## config.mk

```make
export PLATFORM = sky130hd
export DESIGN_NAME = bounce_filter
export DESIGN_NICKNAME = d
export VERILOG_FILES = /design/src/rtl/bounce_filter_pkg.sv /design/src/rtl/bounce_sampler.sv /design/src/rtl/stability_timer.sv /design/src/rtl/level_hold.sv /design/src/rtl/bounce_filter.sv
export SDC_FILE = /design/constraint.sdc
export NUM_CORES = 1
export LEC_CHECK = 0
export ABC_AREA = 1
export BUFFER_PORTS_ARGS = -buffer_cell sky130_fd_sc_hd__buf_2
export CELL_PAD_IN_SITES_DETAIL_PLACEMENT = 1
export CELL_PAD_IN_SITES_GLOBAL_PLACEMENT = 1
export CORE_ASPECT_RATIO = 1.2
export CORE_UTILIZATION = 42
export CTS_BUF_LIST = sky130_fd_sc_hd__clkbuf_8
export CTS_CLUSTER_SIZE = 25
export DETAILED_ROUTE_END_ITERATION = 8
export GPL_ROUTABILITY_DRIVEN = 0
export PLACE_DENSITY = 0.85
export SYNTH_ARGS = -nofsm -noshare
export SYNTH_HDL_FRONTEND = slang
export SYNTH_SLANG_ARGS = --single-unit
```

## constraint.sdc

```tcl
create_clock -name clk -period 1.4 [get_ports clk]
set_clock_uncertainty 0.15 [all_clocks]
set_input_delay 0.07 -clock clk [delete_from_list [all_inputs] [get_ports clk]]
set_output_delay 0.07 -clock clk [all_outputs]
set_load 0.01 [all_outputs]
```

## src/rtl/bounce_filter_pkg.sv

```systemverilog
package bounce_filter_pkg;
    typedef enum logic {
        TMR_COUNTING  = 1'b0,
        TMR_SATURATED = 1'b1
    } tmr_state_e;
endpackage

```

## src/rtl/bounce_sampler.sv

```systemverilog
module bounce_sampler (
    input  logic clk,
    input  logic rst_n,
    input  logic raw_i,
    output logic level_o,
    output logic change_o
);
    logic stage1_q;
    logic stage2_q;

    always_ff @(posedge clk or negedge rst_n) begin
        if (!rst_n) begin
            stage1_q <= 1'b0;
            stage2_q <= 1'b0;
        end else begin
            stage1_q <= raw_i;
            stage2_q <= stage1_q;
        end
    end

    // one-cycle pulse when the newest sample differs from the older one
    assign change_o = stage1_q ^ stage2_q;
    assign level_o  = stage2_q;
endmodule

```

## src/rtl/stability_timer.sv

```systemverilog
module stability_timer
    import bounce_filter_pkg::*;
#(
    parameter int TIMER_W = 16
) (
    input  logic               clk,
    input  logic               rst_n,
    input  logic               clear_i,
    output logic [TIMER_W-1:0] count_o,
    output logic               full_o
);
    localparam logic [TIMER_W-1:0] CNT_MAX  = '1;
    localparam logic [TIMER_W-1:0] CNT_LAST = CNT_MAX - 1'b1;

    tmr_state_e         state_q;
    tmr_state_e         state_d;
    logic [TIMER_W-1:0] cnt_q;

    // state register
    always_ff @(posedge clk or negedge rst_n) begin
        if (!rst_n) state_q <= TMR_COUNTING;
        else        state_q <= state_d;
    end

    // transitions: COUNT_DONE and RESTART
    always_comb begin
        state_d = state_q;
        unique case (state_q)
            TMR_COUNTING: begin
                if (!clear_i && cnt_q == CNT_LAST) state_d = TMR_SATURATED;
            end
            TMR_SATURATED: begin
                if (clear_i) state_d = TMR_COUNTING;
            end
            default: state_d = TMR_COUNTING;
        endcase
    end

    // count datapath
    always_ff @(posedge clk or negedge rst_n) begin
        if (!rst_n)                         cnt_q <= '0;
        else if (clear_i)                   cnt_q <= '0;
        else if (state_q == TMR_COUNTING)   cnt_q <= cnt_q + 1'b1;
    end

    assign count_o = cnt_q;
    assign full_o  = (state_q == TMR_SATURATED);
endmodule

```

## src/rtl/level_hold.sv

```systemverilog
module level_hold (
    input  logic clk,
    input  logic rst_n,
    input  logic load_i,
    input  logic level_i,
    output logic level_o
);
    always_ff @(posedge clk or negedge rst_n) begin
        if (!rst_n)      level_o <= 1'b0;
        else if (load_i) level_o <= level_i;
    end
endmodule

```

## src/rtl/bounce_filter.sv

```systemverilog
module bounce_filter #(
    parameter int TIMER_W = 16
) (
    input  logic clk,
    input  logic rst_n,
    input  logic noisy_in,
    output logic clean_out
);
    logic               sample_lvl;
    logic               change_pulse;
    logic [TIMER_W-1:0] timer_cnt;
    logic               timer_full;

    bounce_sampler u_sampler (
        .clk      (clk),
        .rst_n    (rst_n),
        .raw_i    (noisy_in),
        .level_o  (sample_lvl),
        .change_o (change_pulse)
    );

    stability_timer #(.TIMER_W(TIMER_W)) u_timer (
        .clk     (clk),
        .rst_n   (rst_n),
        .clear_i (change_pulse),
        .count_o (timer_cnt),
        .full_o  (timer_full)
    );

    level_hold u_hold (
        .clk     (clk),
        .rst_n   (rst_n),
        .load_i  (timer_full),
        .level_i (sample_lvl),
        .level_o (clean_out)
    );
endmodule

```

---- Word level (Yosys, flattened, before mapping) ----
Index checks and enable logic that the tools add are counted.
word-level totals
  register bits ........................... 20
  output and inout bits ................... 1
  logic and storage cells ................. 17
cells by class
  add/subtract/negate cells ............... 1
  eq/ne operators ......................... 2
  mux-type cells .......................... 5
  bitwise gates (word level) .............. 2
  reductions and logical operators ........ 2
operator list
  cell                   count
  $mux 16                2
  $add 16x1->16 const B  1
  $eq 16x16->1 const B   1
  $mux 1                 2
  $ne 2x1->1 const B     1
  $pmux 1 s2             1
  $logic_and 1x1->1      1
  $logic_not 1->1        1
  $not 1->1              1
  $xor 1x1->1            1

---- Depth between registers and ports, before layout ----
Gate-level depths: netlist of the first run.
  depth in word-level cells ............... 5
  mapped depth ............................ 8

---- Hierarchy ----
Synthesis of the first run repeated with hierarchy kept, for this count alone.
unflattened totals
  cells, all modules ...................... 146
  area, all modules ....................... 1098.6 µm²
by module, submodules not included
  module           times used  cells each  area each (µm²)
  stability_timer  1           134         989.7
  bounce_sampler   1           7           68.8
  level_hold       1           5           40.0

---- Least setup slack after synthesis of the first run ----
OpenSTA, ideal clock, no wires.
  kind .................................... reg-to-reg
  from .................................... register u_timer.cnt_q[0], in the netlist u_timer.count_o[0]
  to ...................................... register u_timer.cnt_q[10], in the netlist u_timer.count_o[10]
  setup time .............................. 117 ps
  arrival time ............................ 1047 ps
  data required time ...................... 1133 ps
  setup slack ............................. 86 ps
  stages on the path, launching flop included .. 9
  path buffers ............................ 0
  clock period less this slack ............ 1314 ps
  cell sequence ........................... dfrtp_1 > ha_1 > inv_1 > nor2_2 > nand3_1 > nor2_2 > nand2_1 > nand2_1 > nor2_1
on the way
  longest elaborated chain between the ends .. 3
ends and longest elaborated chain
  element                 RTL line               source
  start, declared         stability_timer.sv:17  logic [TIMER_W-1:0] cnt_q;
  start signal, assigned  stability_timer.sv:43  else if (state_q == TMR_COUNTING) cnt_q <= cnt_q + 1'b1;
  $add 16x1->16           stability_timer.sv:43
  $mux 16                 stability_timer.sv:43
  $mux 16                 stability_timer.sv:42  else if (clear_i) cnt_q <= '0;
Every way passes these cells. The select of a mux whose other input is x is not followed.
A chain may end at the register's enable or synchronous reset.

---- Worst setup path after layout of the first run ----
  from .................................... register u_timer.cnt_q[0], in the netlist u_timer.count_o[0]
  to ...................................... register u_timer.cnt_q[11], in the netlist u_timer.count_o[11]
The elaborated chain is that of the path after synthesis.

==> summary.md, run 1 <==
| Metric | Value |
|---|---|
| Final setup margin | `-0.110 ns` |
| Crit path largest cell delay | `0.40 ns` |
| Clk Latency, worst-skew pair | `between 0.2 and 0.3 ns` |
| Max Fanout on Critical Path | `6` |
| Max-slew violations | `0` |
| Commonest non-fill, non-tap cells in the layout | `nand2_1, nor2_1, dfrtp_1` |
| Total Routing Usage GR | `23.2%` |
| Global route total overflow | `0` |
| Yosys warning count | `0` |
| Setup TNS Final | `-0.383 ns` |
| CP Class | `flop to flop` |
| Max_slew headroom | `around 69%` |
| Placed wire-length estimate | `2120 um` |
| Max Root-Sink Buffers | `2` |
| Cell mode on critical path | `nand2_4` |
| Vias | `1093` |
| Place WS | `-0.0785 ns` |
| Cts bufs inserted | `3` |
| Share of post-route cells with drive strength above 1 | `roughly a quarter` |
| Number of global-route vias before repair | `around 1100` |
| Startpoint Class | `flop` |
| Failing checks | `setup timing` |
| Post-synth cell types | `23` |
| Die Ht | `58.7 um` |
| Io pins | `4` |
| Commonest non-fill, non-tap cell in the layout | `nand2_1` |
| Initial core utilization | `44.5%` |
| Syn Nets | `156` |
| Top-area cell type share of the netlist area | `44.5%` |
| CTS tree | `done` |
| Ranking of synthesized cells by area | `dfrtp_1, nand2_1, nor2_1` |
| Worst EP arrival | `1.52 ns` |
| # fillers | `313` |
| Routed Antenna Nets | `0` |
| R2r setup slk | `-0.11 ns` |
| FF-to-FF Start | `u_timer.count_o[0]` |
| GRT Max-Usage Layer | `met2` |
| Die Width | `49.2 um` |
| Worst-path clk slew | `0.08 ns` |
| First-pass GRT wire length | `4970 um` |
| Seq/Total Area, Yosys | `44.5%` |
| MaxCap Viol Count | `0` |
| Status | `finished, violations left` |
| R2R cell count | `8` |
| Setup crit end kind | `flop` |
| TritonCTS Sinks | `20` |
| P&R area growth vs syn | `23.2%` |
| DR iter-0 viols | `21` |
| Met2 GRT Util | `44.6%` |
| Met3 Usage GRT | `~3.4%` |
| Min Hold Slack | `0.132 ns` |
| Final hold vios | `0` |
| Crit path from | `u_timer.count_o[0]` |
| PortBufs | `3` |
| Synth Register Bits | `20` |
| Initial antenna violation count | `0` |
| Maximum VDD drop | `0.412 mV` |
| N_diodes | `0` |
| Vias per cell | `5.44` |
| Final setup viols | `8` |
| Nets | `174` |
| First-pass DRT Iterations | `4` |
| Post-DR wirelength/cell | `around 17 um` |
| Die area | `2890 um^2` |
| Cell Chain, Critical Path | `buf_6, inv_2, nor2_4, nand2_4, nor2_8, nand2_4, o21ai_1, nor2_1` |
| Leak | `0.703 nW` |
| Post-route DRC | `0` |
| Post-synthesis cell area | `1120 um^2` |
| Clk root buf | `clkbuf_8` |
| WL final | `approximately 3500 um` |
| Slew at the pin with the worst max-slew slack | `~0.47 ns` |
| Multi-input logic area | `598 um^2` |
| PwrDens | `885 nW/um^2` |
| Syn Area/Cell | `around 7.4 um^2` |
| Cell row count | `20` |
| Final period util | `108%` |
| Cells after Synth | `151` |
| GRT met1 Usage | `25.7%` |
| Cell taking the most area after synthesis | `dfrtp_1` |
| CP required | `1.41 ns` |
| Sequential cell area | `between 500 and 600 um^2` |
| Fmax achieved | `662 MHz` |
| Hold Path Class | `input pin to async pin` |
| Core ar. | `roughly 2500 um^2` |
| Depth of the CTS H-tree | `1` |
| Final Critical Period | `1.51 ns` |
| Critical path's slowest cell | `dfrtp_1` |
| Largest net degree at the start of global routing | `21` |
| RSZ-0062 raised after global routing | `yes` |
| Reg2Reg Capture Point | `u_timer.count_o[11]` |
-- kinds of logic after synthesis --
| logic type | after synthesis | synth area share (%) |
|---|---|---|
| AND/OR/NAND/NOR | 93 | 38.5 |
| buffers and inverters | 21 | 7.35 |
| flip-flops | 20 | 44.5 |
| adder cells (fa/ha/maj) | 2 | 2.23 |
| AO/OA/AOI/OAI | 15 | 7.35 |
-- critical path, delay by kind of cell, from the launching register on --
| family | cells | cell delay, ns |
|---|---|---|
| simple gates | 5 | 0.55 |
| flops | 1 | 0.40 |
| compound gates | 1 | 0.14 |
| buf+inv | 2 | 0.16 |
-- final cells by class --
cell class                 count  share of cell area [%]
sequential                    20                    36.3
multi-input combinational    110                    43.2
timing repair buffer          14                    7.69
tap                           33                    2.98
inverter                      20                    5.79
clock buffer                   4                    3.98
-- worst max path at each step --
stage | slack [ns] | cells past startpoint | to
2_1_floorplan | 0.09 | 8 | u_timer.count_o[10]
3_3_place_gp | -0.03 | 6 | u_timer.count_o[8]
3_5_place_dp | -0.08 | 6 | u_timer.count_o[8]
4_1_cts | -0.02 | 7 | u_timer.count_o[14]
5_1_grt | -0.14 | 8 | u_timer.count_o[11]
6_report | -0.11 | 8 | u_timer.count_o[11]
-- metrics by stage --
step           instance area (um^2)  util (%)  std cells  power (mW)
2_1_floorplan                  1120         -        151       0.683
3_3_place_gp                   1190      47.0        188       0.719
3_5_place_dp                   1190      47.0        188       0.727
4_1_cts                        1290      51.0        196        1.18
5_1_grt                        1380      54.8        201        1.28
6_report                       1380      54.8        201        1.22
-- synthesized netlist by cell type, drive strengths merged --
cell	n
o31ai	1
and3	1
inv	20
ha	2
and2	1
nor3	4
a21oi	5
dfrtp	20
buf	1
nor2	34
o21ai	8
o211a	1
nand4	3
nand3	10
nand2	40
-- routing by layer --
| layer | vias up | wire length, um |
|---|---|---|
| met1 | 554 | 1450 |
| met4 | 0 | 91 |
| met5 | - | 0 |
| met3 | 9 | 69 |
| met2 | 18 | 1840 |
| li1 | 512 | - |
-- power breakdown --
group	total, mW	internal, mW	switching, mW	leakage (nW)
Sequential	0.613	0.594	0.0184	0.268
Clock	0.457	0.251	0.206	0.0288
Combinational	0.154	0.0643	0.0899	0.406
Total	1.22	0.910	0.314	0.703
-- sequential cells by signal, indices dropped and copies added (netlist names) --
name	count
u_hold.level_o	1
u_sampler.level_o	1
u_sampler.stage1_q	1
u_timer.count_o	16
u_timer.full_o	1
-- timing repair --
| action | 4_1_cts | 5_1_grt |
|---|---|---|
| buffers inserted | 2 | 5 |
| gates resized for setup | 5 | 20 |
| pin swaps | 0 | 8 |
| hold endpoints to repair | 21 | 0 |
| setup endpoints to repair | 5 | 11 |
| hold buffers | 2 | 0 |
(Power assumes the default switching activity.)
==> inputs of run 2 (changes only) <==
--- a/config.mk
+++ b/config.mk
@@ -12,10 +12,10 @@
 export CORE_ASPECT_RATIO = 1.2
 export CORE_UTILIZATION = 42
 export CTS_BUF_LIST = sky130_fd_sc_hd__clkbuf_8
-export CTS_CLUSTER_SIZE = 25
+export CTS_CLUSTER_SIZE = 14
 export DETAILED_ROUTE_END_ITERATION = 8
 export GPL_ROUTABILITY_DRIVEN = 0
-export PLACE_DENSITY = 0.85
+export PLACE_DENSITY_LB_ADDON = 0.1
 export SYNTH_ARGS = -nofsm -noshare
 export SYNTH_HDL_FRONTEND = slang
 export SYNTH_SLANG_ARGS = --single-unit
==> constraint.sdc (replaced) <==
create_clock -name clk -period 1.36 [get_ports clk]
set_clock_uncertainty 0.15 [all_clocks]
set_input_delay 0.068 -clock clk [delete_from_list [all_inputs] [get_ports clk]]
set_output_delay 0.068 -clock clk [all_outputs]
set_load 0.01 [all_outputs]
==> summary.md, run 2 (same netlist as run 1, synthesis figures left out) <==
| Metric | Value |
|---|---|
| Status | `finished, violations left (unchanged)` |
| Failing checks | `setup timing (unchanged)` |
| Part of the power in registers | `53.6% (was 50.1%)` |
| Number of global-route vias before repair | `1085 (was 1098)` |
| Io pins | `4 (unchanged)` |
| Vias | `1049 (was 1093)` |
| First-pass GRT wire length | `4840 um (was 4970 um)` |
| Cell row count | `20 (unchanged)` |
| CTS tree | `done (unchanged)` |
| Post-DR wirelength/cell | `14.5 um (was 17.2 um)` |
| First-pass DRT Iterations | `2 (was 4)` |
| RSZ-0062 raised after global routing | `yes (unchanged)` |
| Clk Latency, worst-skew pair | `0.26 ns (about the same)` |
| Worst EP arrival | `1.43 ns (was 1.52 ns)` |
| Clk root buf | `clkbuf_8 (unchanged)` |
| Nets | `178 (was 174)` |
| TritonCTS Sinks | `20 (unchanged)` |
| Depth of the CTS H-tree | `1 (unchanged)` |
| Critical path's slowest cell | `dfrtp_1 (unchanged)` |
| Clock share of power | `32.6% (was 37.3%)` |
| Final hold vios | `0 (unchanged)` |
| WL final | `2960 um (was 3450 um)` |
| P&R area growth vs syn | `27.5% (was 23.2%)` |
| Vias per cell | `5.14 (was 5.44)` |
| Switching Fraction | `25.2% (was 25.7%)` |
| Final setup margin | `-0.0686 ns (was -0.110 ns)` |
| Fmax achieved | `700 MHz (was 662 MHz)` |
| Commonest non-fill, non-tap cells in the layout | `nand2_1, nor2_1, dfrtp_1 (unchanged)` |
| Final Critical Period | `1.43 ns (was 1.51 ns)` |
| Share of post-route cells with drive strength above 1 | `29.2% (was 26.2%)` |
| Largest net degree at the start of global routing | `21 (unchanged)` |
| Final setup viols | `9 (was 8)` |
| Finished Layout Cells | `204 (was 201)` |
| Hold Path Class | `input pin to async pin (unchanged)` |
| Core ar. | `2530 um^2 (unchanged)` |
| Max_slew headroom | `69.2% (was 68.7%)` |
| Global route total overflow | `0 (unchanged)` |
| Crit path max-delay family | `simple AND/OR/NAND/NOR gates (unchanged)` |
| Max FFs per register | `16 (unchanged)` |
| Max Root-Sink Buffers | `2 (unchanged)` |
| Setup crit end kind | `flop (unchanged)` |
| Die area | `2890 um^2 (unchanged)` |
| Cell Chain, Critical Path | `buf_6, inv_4, nor2_4, nand2_4, buf_12, nor2_4, nand4_1, nand2_1, nor2_1 (was buf_6, inv_2, nor2_4, nand2_4, nor2_8, nand2_4, o21ai_1, nor2_1)` |
| Final core utilization | `56.7% (was 54.8%)` |
| Worst-path clk slew | `0.07 ns (was 0.08 ns)` |
| Combinational power share | `13.8% (was 12.6%)` |
| DP Area | `1240 um^2 (was 1190 um^2)` |
| Finished Cell Area | `1430 um^2 (was 1380 um^2)` |
| Die Width | `49.2 um (unchanged)` |
| Place WS | `-0.0923 ns (was -0.0785 ns)` |
| NetSw | `0.298 mW (was 0.314 mW)` |
| Worst path bufs/invs | `3 (was 2)` |
| CP Class | `flop to flop (unchanged)` |
| Initial core utilization | `44.5% (unchanged)` |
| Power, Total | `1.18 mW (was 1.22 mW)` |
| Placed wire-length estimate | `2070 um (was 2120 um)` |
| Die Ht | `58.7 um (unchanged)` |
| Startpoint Class | `flop (unchanged)` |
| Routed Antenna Nets | `0 (unchanged)` |
| N_diodes | `0 (unchanged)` |
| Crit path from | `u_timer.count_o[0] (unchanged)` |
| Internal | `0.882 mW (was 0.910 mW)` |
| PwrDens | `823 nW/um^2 (was 885 nW/um^2)` |
| MaxCap Viol Count | `0 (unchanged)` |
| Leak | `0.711 nW (was 0.703 nW)` |
| FF-to-FF Start | `u_timer.count_o[0] (unchanged)` |
| Maximum VDD drop | `0.423 mV (was 0.412 mV)` |
| Initial antenna violation count | `0 (unchanged)` |
| Final period util | `105% (was 108%)` |
| Setup TNS Final | `-0.315 ns (was -0.383 ns)` |
| Slew at the pin with the worst max-slew slack | `0.462 ns (was 0.469 ns)` |
| Crit path largest cell delay | `0.39 ns (was 0.40 ns)` |
| Cell mode on critical path | `nor2_4 (was nand2_4)` |
| Cts bufs inserted | `3 (unchanged)` |
| PortBufs | `3 (unchanged)` |
| Min Hold Slack | `0.145 ns (was 0.132 ns)` |
| Cells after DPL | `194 (was 188)` |
| Total Routing Usage GR | `22.6% (was 23.2%)` |
| Max Fanout on Critical Path | `3 (was 6)` |
| CP required | `1.36 ns (was 1.41 ns)` |
| DR iter-0 viols | `21 (unchanged)` |
| Post-route DRC | `0 (unchanged)` |
| Max-slew violations | `0 (unchanged)` |
| Commonest non-fill, non-tap cell in the layout | `nand2_1 (unchanged)` |
-- run 2: cell count changes in the layout (fill, tap and decap cells not counted), moves of 2 or more --
| cell | delta |
|---|---|
| o21ai_1 | -3 |
| buf_4 | +2 |
| o21ai_2 | +4 |
| buf_12 | +2 |
-- run 2: cell type report --
cell class / instances / area, um^2
fill: 314 / 1090
inverter: 20 / 80.1
timing repair buffer: 18 / 161
clock buffer: 3 / 41.3
tap: 33 / 41.3
sequential: 20 / 503
multi-input combinational: 110 / 606
-- run 2: power by group through the flow --
stage                     clock network (mW)  registers [mW]  logic [mW]
after floorplan                            0           0.638      0.0658
after global placement                     0           0.638       0.127
after detailed placement                   0           0.642       0.132
after CTS                              0.396           0.630       0.148
after global routing                   0.414           0.633       0.178
final                                  0.385           0.632       0.163
-- run 2: routing by layer --
layer	GRT usage [%]	wire (um)	up-vias	share of wire, %
li1	-	-	515	-
met1	26.9	1340	519	45
met2	40.3	1510	8	51
met3	3.10	43	7	1.5
met4	10.1	62	0	2.1
met5	0	0	-	0
-- run 2: worst paths after layout --
path	endpoint	slack (ns)	depth (start not counted)
setup / recovery	u_timer.count_o[15]	-0.07	9
hold / removal	u_timer.count_o[2]	0.15	2
setup reg to reg	u_timer.count_o[15]	-0.07	9
hold reg to reg	u_sampler.level_o	0.29	0
max in group asynchronous	u_timer.count_o[4]	0.58	2
min in group clk	u_sampler.level_o	0.29	0
-- run 2: timing repair --
action / CTS / global route
hold buffers: 2 / 0
setup endpoints to repair: 9 / 13
pin swaps: 3 / 6
resized for setup: 10 / 17
setup buffers: 3 / 2
hold endpoints to repair: 21 / 0
==> inputs of run 3 (changes only) <==
--- a/config.mk
+++ b/config.mk
@@ -5,17 +5,17 @@
 export SDC_FILE = /design/constraint.sdc
 export NUM_CORES = 1
 export LEC_CHECK = 0
-export ABC_AREA = 1
 export BUFFER_PORTS_ARGS = -buffer_cell sky130_fd_sc_hd__buf_2
 export CELL_PAD_IN_SITES_DETAIL_PLACEMENT = 1
 export CELL_PAD_IN_SITES_GLOBAL_PLACEMENT = 1
 export CORE_ASPECT_RATIO = 1.2
-export CORE_UTILIZATION = 42
+export CORE_UTILIZATION = 45
 export CTS_BUF_LIST = sky130_fd_sc_hd__clkbuf_8
 export CTS_CLUSTER_SIZE = 14
 export DETAILED_ROUTE_END_ITERATION = 8
 export GPL_ROUTABILITY_DRIVEN = 0
-export PLACE_DENSITY_LB_ADDON = 0.1
+export PLACE_DENSITY = 0.81
 export SYNTH_ARGS = -nofsm -noshare
 export SYNTH_HDL_FRONTEND = slang
+export SYNTH_HIERARCHICAL = 1
 export SYNTH_SLANG_ARGS = --single-unit
==> summary.md, run 3 <==
| Metric | Value |
|---|---|
| Metal-1 WL | `1670 um (was 1340 um)` |
| Reg2Reg Capture Point | `u_timer/count_o[9] (was u_timer.count_o[15])` |
| CP required | `1.34 ns (was 1.36 ns)` |
| Internal | `0.993 mW (was 0.882 mW)` |
| Number of flops mapped to enable cells by yosys | `0 (unchanged)` |
| N_diodes | `0 (unchanged)` |
| DP Area | `1200 um^2 (was 1240 um^2)` |
| Syn Nets | `96 (was 156)` |
| CTS tree | `done (unchanged)` |
| Yosys warning count | `6 (was 0)` |
| Switching Fraction | `26.1% (was 25.2%)` |
| Cell taking the most area after synthesis | `dfrtp_1 (unchanged)` |
| Post-route DRC | `0 (unchanged)` |
| DR iter-0 viols | `38 (was 21)` |
| Placed wire-length estimate | `1740 um (was 2070 um)` |
| # fillers | `173 (was 314)` |
| Worst-path clk slew | `0.08 ns (was 0.07 ns)` |
| FF-to-FF Start | `u_sampler/stage1_q (was u_timer.count_o[0])` |
| Max-slew violations | `0 (unchanged)` |
| Share of post-route cells with drive strength above 1 | `52.7% (was 29.2%)` |
| Part of the power in registers | `47.1% (was 53.6%)` |
| Worst EP arrival | `1.78 ns (was 1.43 ns)` |
| Core ar. | `1910 um^2 (was 2530 um^2)` |
| Cell row count | `17 (was 20)` |
| Slew at the pin with the worst max-slew slack | `0.461 ns (was 0.462 ns)` |
| Fmax achieved | `558 MHz (was 700 MHz)` |
| Clk root buf | `clkbuf_8 (unchanged)` |
| First-pass DRT Iterations | `6 (was 2)` |
| Final hold vios | `0 (unchanged)` |
| CP Class | `flop to flop (unchanged)` |
| Max Fanout on Critical Path | `4 (was 3)` |
| Finished Layout Cells | `148 (was 204)` |
| Max_slew headroom | `69.2% (about the same)` |
| Sequential cell area | `500 um^2 (was 503 um^2)` |
| Io pins | `4 (unchanged)` |
| WL met2 | `2010 um (was 1510 um)` |
| Global route total overflow | `0 (unchanged)` |
| Die area | `2330 um^2 (was 2890 um^2)` |
| Initial antenna violation count | `0 (unchanged)` |
| Ys async rst share | `100% (unchanged)` |
| Min Hold Slack | `0.162 ns (was 0.145 ns)` |
| Die Ht | `52.7 um (was 58.7 um)` |
| Clk Latency, worst-skew pair | `0.26 ns (about the same)` |
| Post-DR wirelength/cell | `26.9 um (was 14.5 um)` |
| Number of global-route vias before repair | `947 (was 1085)` |
| Synth Register Bits | `20 (unchanged)` |
| MaxCap Viol Count | `0 (unchanged)` |
| WL final | `3990 um (was 2960 um)` |
| Count leader, synth | `dfrtp_1 (was nand2_1)` |
| Cells after Synth | `91 (was 151)` |
| Combinational power share | `18.2% (was 13.8%)` |
| Nets | `135 (was 178)` |
| DR WL met3 | `160 um (was 43 um)` |
| Vias | `918 (was 1049)` |
| Final setup margin | `-0.432 ns (was -0.0686 ns)` |
| Status | `finished, violations left (unchanged)` |
| Final setup viols | `16 (was 9)` |
| Die Width | `44.2 um (was 49.2 um)` |
| First-pass GRT wire length | `4910 um (was 4840 um)` |
| Power, Total | `1.34 mW (was 1.18 mW)` |
| Max FFs per register | `16 (unchanged)` |
| Clock share of power | `34.7% (was 32.6%)` |
| Hold Path Class | `input pin to async pin (unchanged)` |
| TritonCTS Sinks | `20 (unchanged)` |
| Routed Antenna Nets | `0 (unchanged)` |
| Vias per cell | `6.20 (was 5.14)` |
| Ranking of synthesized cells by area | `dfrtp_1, xor2_1, nor2_1 (was dfrtp_1, nand2_1, nor2_1)` |
| Finished Cell Area | `1460 um^2 (was 1430 um^2)` |
| Max Root-Sink Buffers | `2 (unchanged)` |
| Leak | `0.672 nW (was 0.711 nW)` |
| Total Routing Usage GR | `30.0% (was 22.6%)` |
| Top-area cell type share of the netlist area | `52.0% (was 44.5%)` |
| Setup crit end kind | `flop (unchanged)` |
| Crit path from | `u_sampler/stage1_q (was u_timer.count_o[0])` |
| R2r setup slk | `-0.43 ns (was -0.07 ns)` |
| Maximum VDD drop | `0.769 mV (was 0.423 mV)` |
| Depth of the CTS H-tree | `1 (unchanged)` |
| Seq/Total Area, Yosys | `52.0% (was 44.5%)` |
| Dominant synthesized flop cell | `dfrtp_1 (unchanged)` |
| PortBufs | `3 (unchanged)` |
| Post-synth cell types | `30 (was 23)` |
| RSZ-0062 raised after global routing | `yes (unchanged)` |
| Commonest non-fill, non-tap cell in the layout | `buf_4 (was nand2_1)` |
| P&R area growth vs syn | `52.1% (was 27.5%)` |
| Syn Area/Cell | `10.6 um^2 (was 7.44 um^2)` |
| Initial core utilization | `50.3% (was 44.5%)` |
| Highest metal used | `met4 (unchanged)` |
| Post-synthesis cell area | `962 um^2 (was 1120 um^2)` |
| Startpoint Class | `flop (unchanged)` |
| Cts bufs inserted | `3 (unchanged)` |
| R2R cell count | `6 (was 9)` |
| Commonest non-fill, non-tap cells in the layout | `buf_4, dfrtp_1, nor2_1 (was nand2_1, nor2_1, dfrtp_1)` |
| Setup TNS Final | `-3.64 ns (was -0.315 ns)` |
| Final Critical Period | `1.79 ns (was 1.43 ns)` |
| Multi-input logic area | `573 um^2 (was 606 um^2)` |
| Top post-synthesis cells by count | `dfrtp_1, nor2_1, xor2_1, a21oi_1, nand3_1 (was nand2_1, nor2_1, dfrtp_1, inv_1, nand3_1)` |
| Final period util | `132% (was 105%)` |
| PwrDens | `918 nW/um^2 (was 823 nW/um^2)` |
| NetSw | `0.351 mW (was 0.298 mW)` |
| Cells after DPL | `134 (was 194)` |
| Failing checks | `setup timing (unchanged)` |
| Largest net degree at the start of global routing | `21 (unchanged)` |
[run 3: cell type report]
class / instances / area share, %
flip-flops and latches: 20 / 34.2
well taps: 19 / 1.62
clock buffers: 4 / 3.76
multi-input cells: 66 / 39.1
repair buffers: 37 / 20.6
inverters: 2 / 0.684
[run 3: kinds of logic (layout without fill, tap and decap cells)]
family          Yosys count  count (layout)  synth area share, %
compound gates           14              14                 8.32
xor+xnor                 10              10                 9.10
fa+ha+maj                 2               2                 2.60
buf+inv                   5              43                 2.47
flops                    20              20                 52.0
mux                       1               1                 1.56
simple gates             39              39                 23.9
[run 3: stage by stage]
| stage | utilization, % | worst slack, ns |
|---|---|---|
| 3_5_place_dp | 62.7 | -0.329 |
| 2_1_floorplan | - | -0.280 |
| 4_1_cts | 70.2 | -0.287 |
| 3_3_place_gp | 62.7 | -0.220 |
| 6_report | 76.5 | -0.432 |
| 5_1_grt | 76.5 | -0.487 |
[run 3: how the worst max path moves through the flow]
stage                          end  slack, ns
2_1_floorplan  u_timer/count_o[14]      -0.28
3_3_place_gp   u_timer/count_o[15]      -0.22
3_5_place_dp   u_timer/count_o[15]      -0.33
4_1_cts        u_timer/count_o[15]      -0.29
5_1_grt         u_timer/count_o[9]      -0.49
6_report        u_timer/count_o[9]      -0.43
[run 3: power groups by stage]
| stage | Clock (mW) | Sequential [mW] | Combinational [mW] |
|---|---|---|---|
| finish | 0.466 | 0.633 | 0.245 |
| global route | 0.495 | 0.633 | 0.259 |
| CTS | 0.459 | 0.629 | 0.167 |
| detailed placement | 0 | 0.636 | 0.135 |
| global placement | 0 | 0.634 | 0.125 |
| floorplan | 0 | 0.637 | 0.0656 |
[run 3: repair_timing]
action / in CTS / in global routing
hold buffers: 2 / 0
pin swaps: 7 / 6
endpoints found under the setup margin: 15 / 16
gates resized for setup: 13 / 21
hold endpoints to repair: 21 / 0
setup buffers: 3 / 8
[run 3: layer usage]
metal	GRT usage (%)	vias to the layer above
met5	0	-
met1	34.4	476
met3	4.48	14
met4	8.59	0
li1	-	396
met2	56.4	32
[run 3: critical path: stages, from the launching register on]
cell and delay (ns):
dfrtp_1 0.42, xor2_2 0.18, nand2b_4 0.19, buf_4 0.15
nand4_1 0.16, xor2_1 0.31, nor2_1 0.10
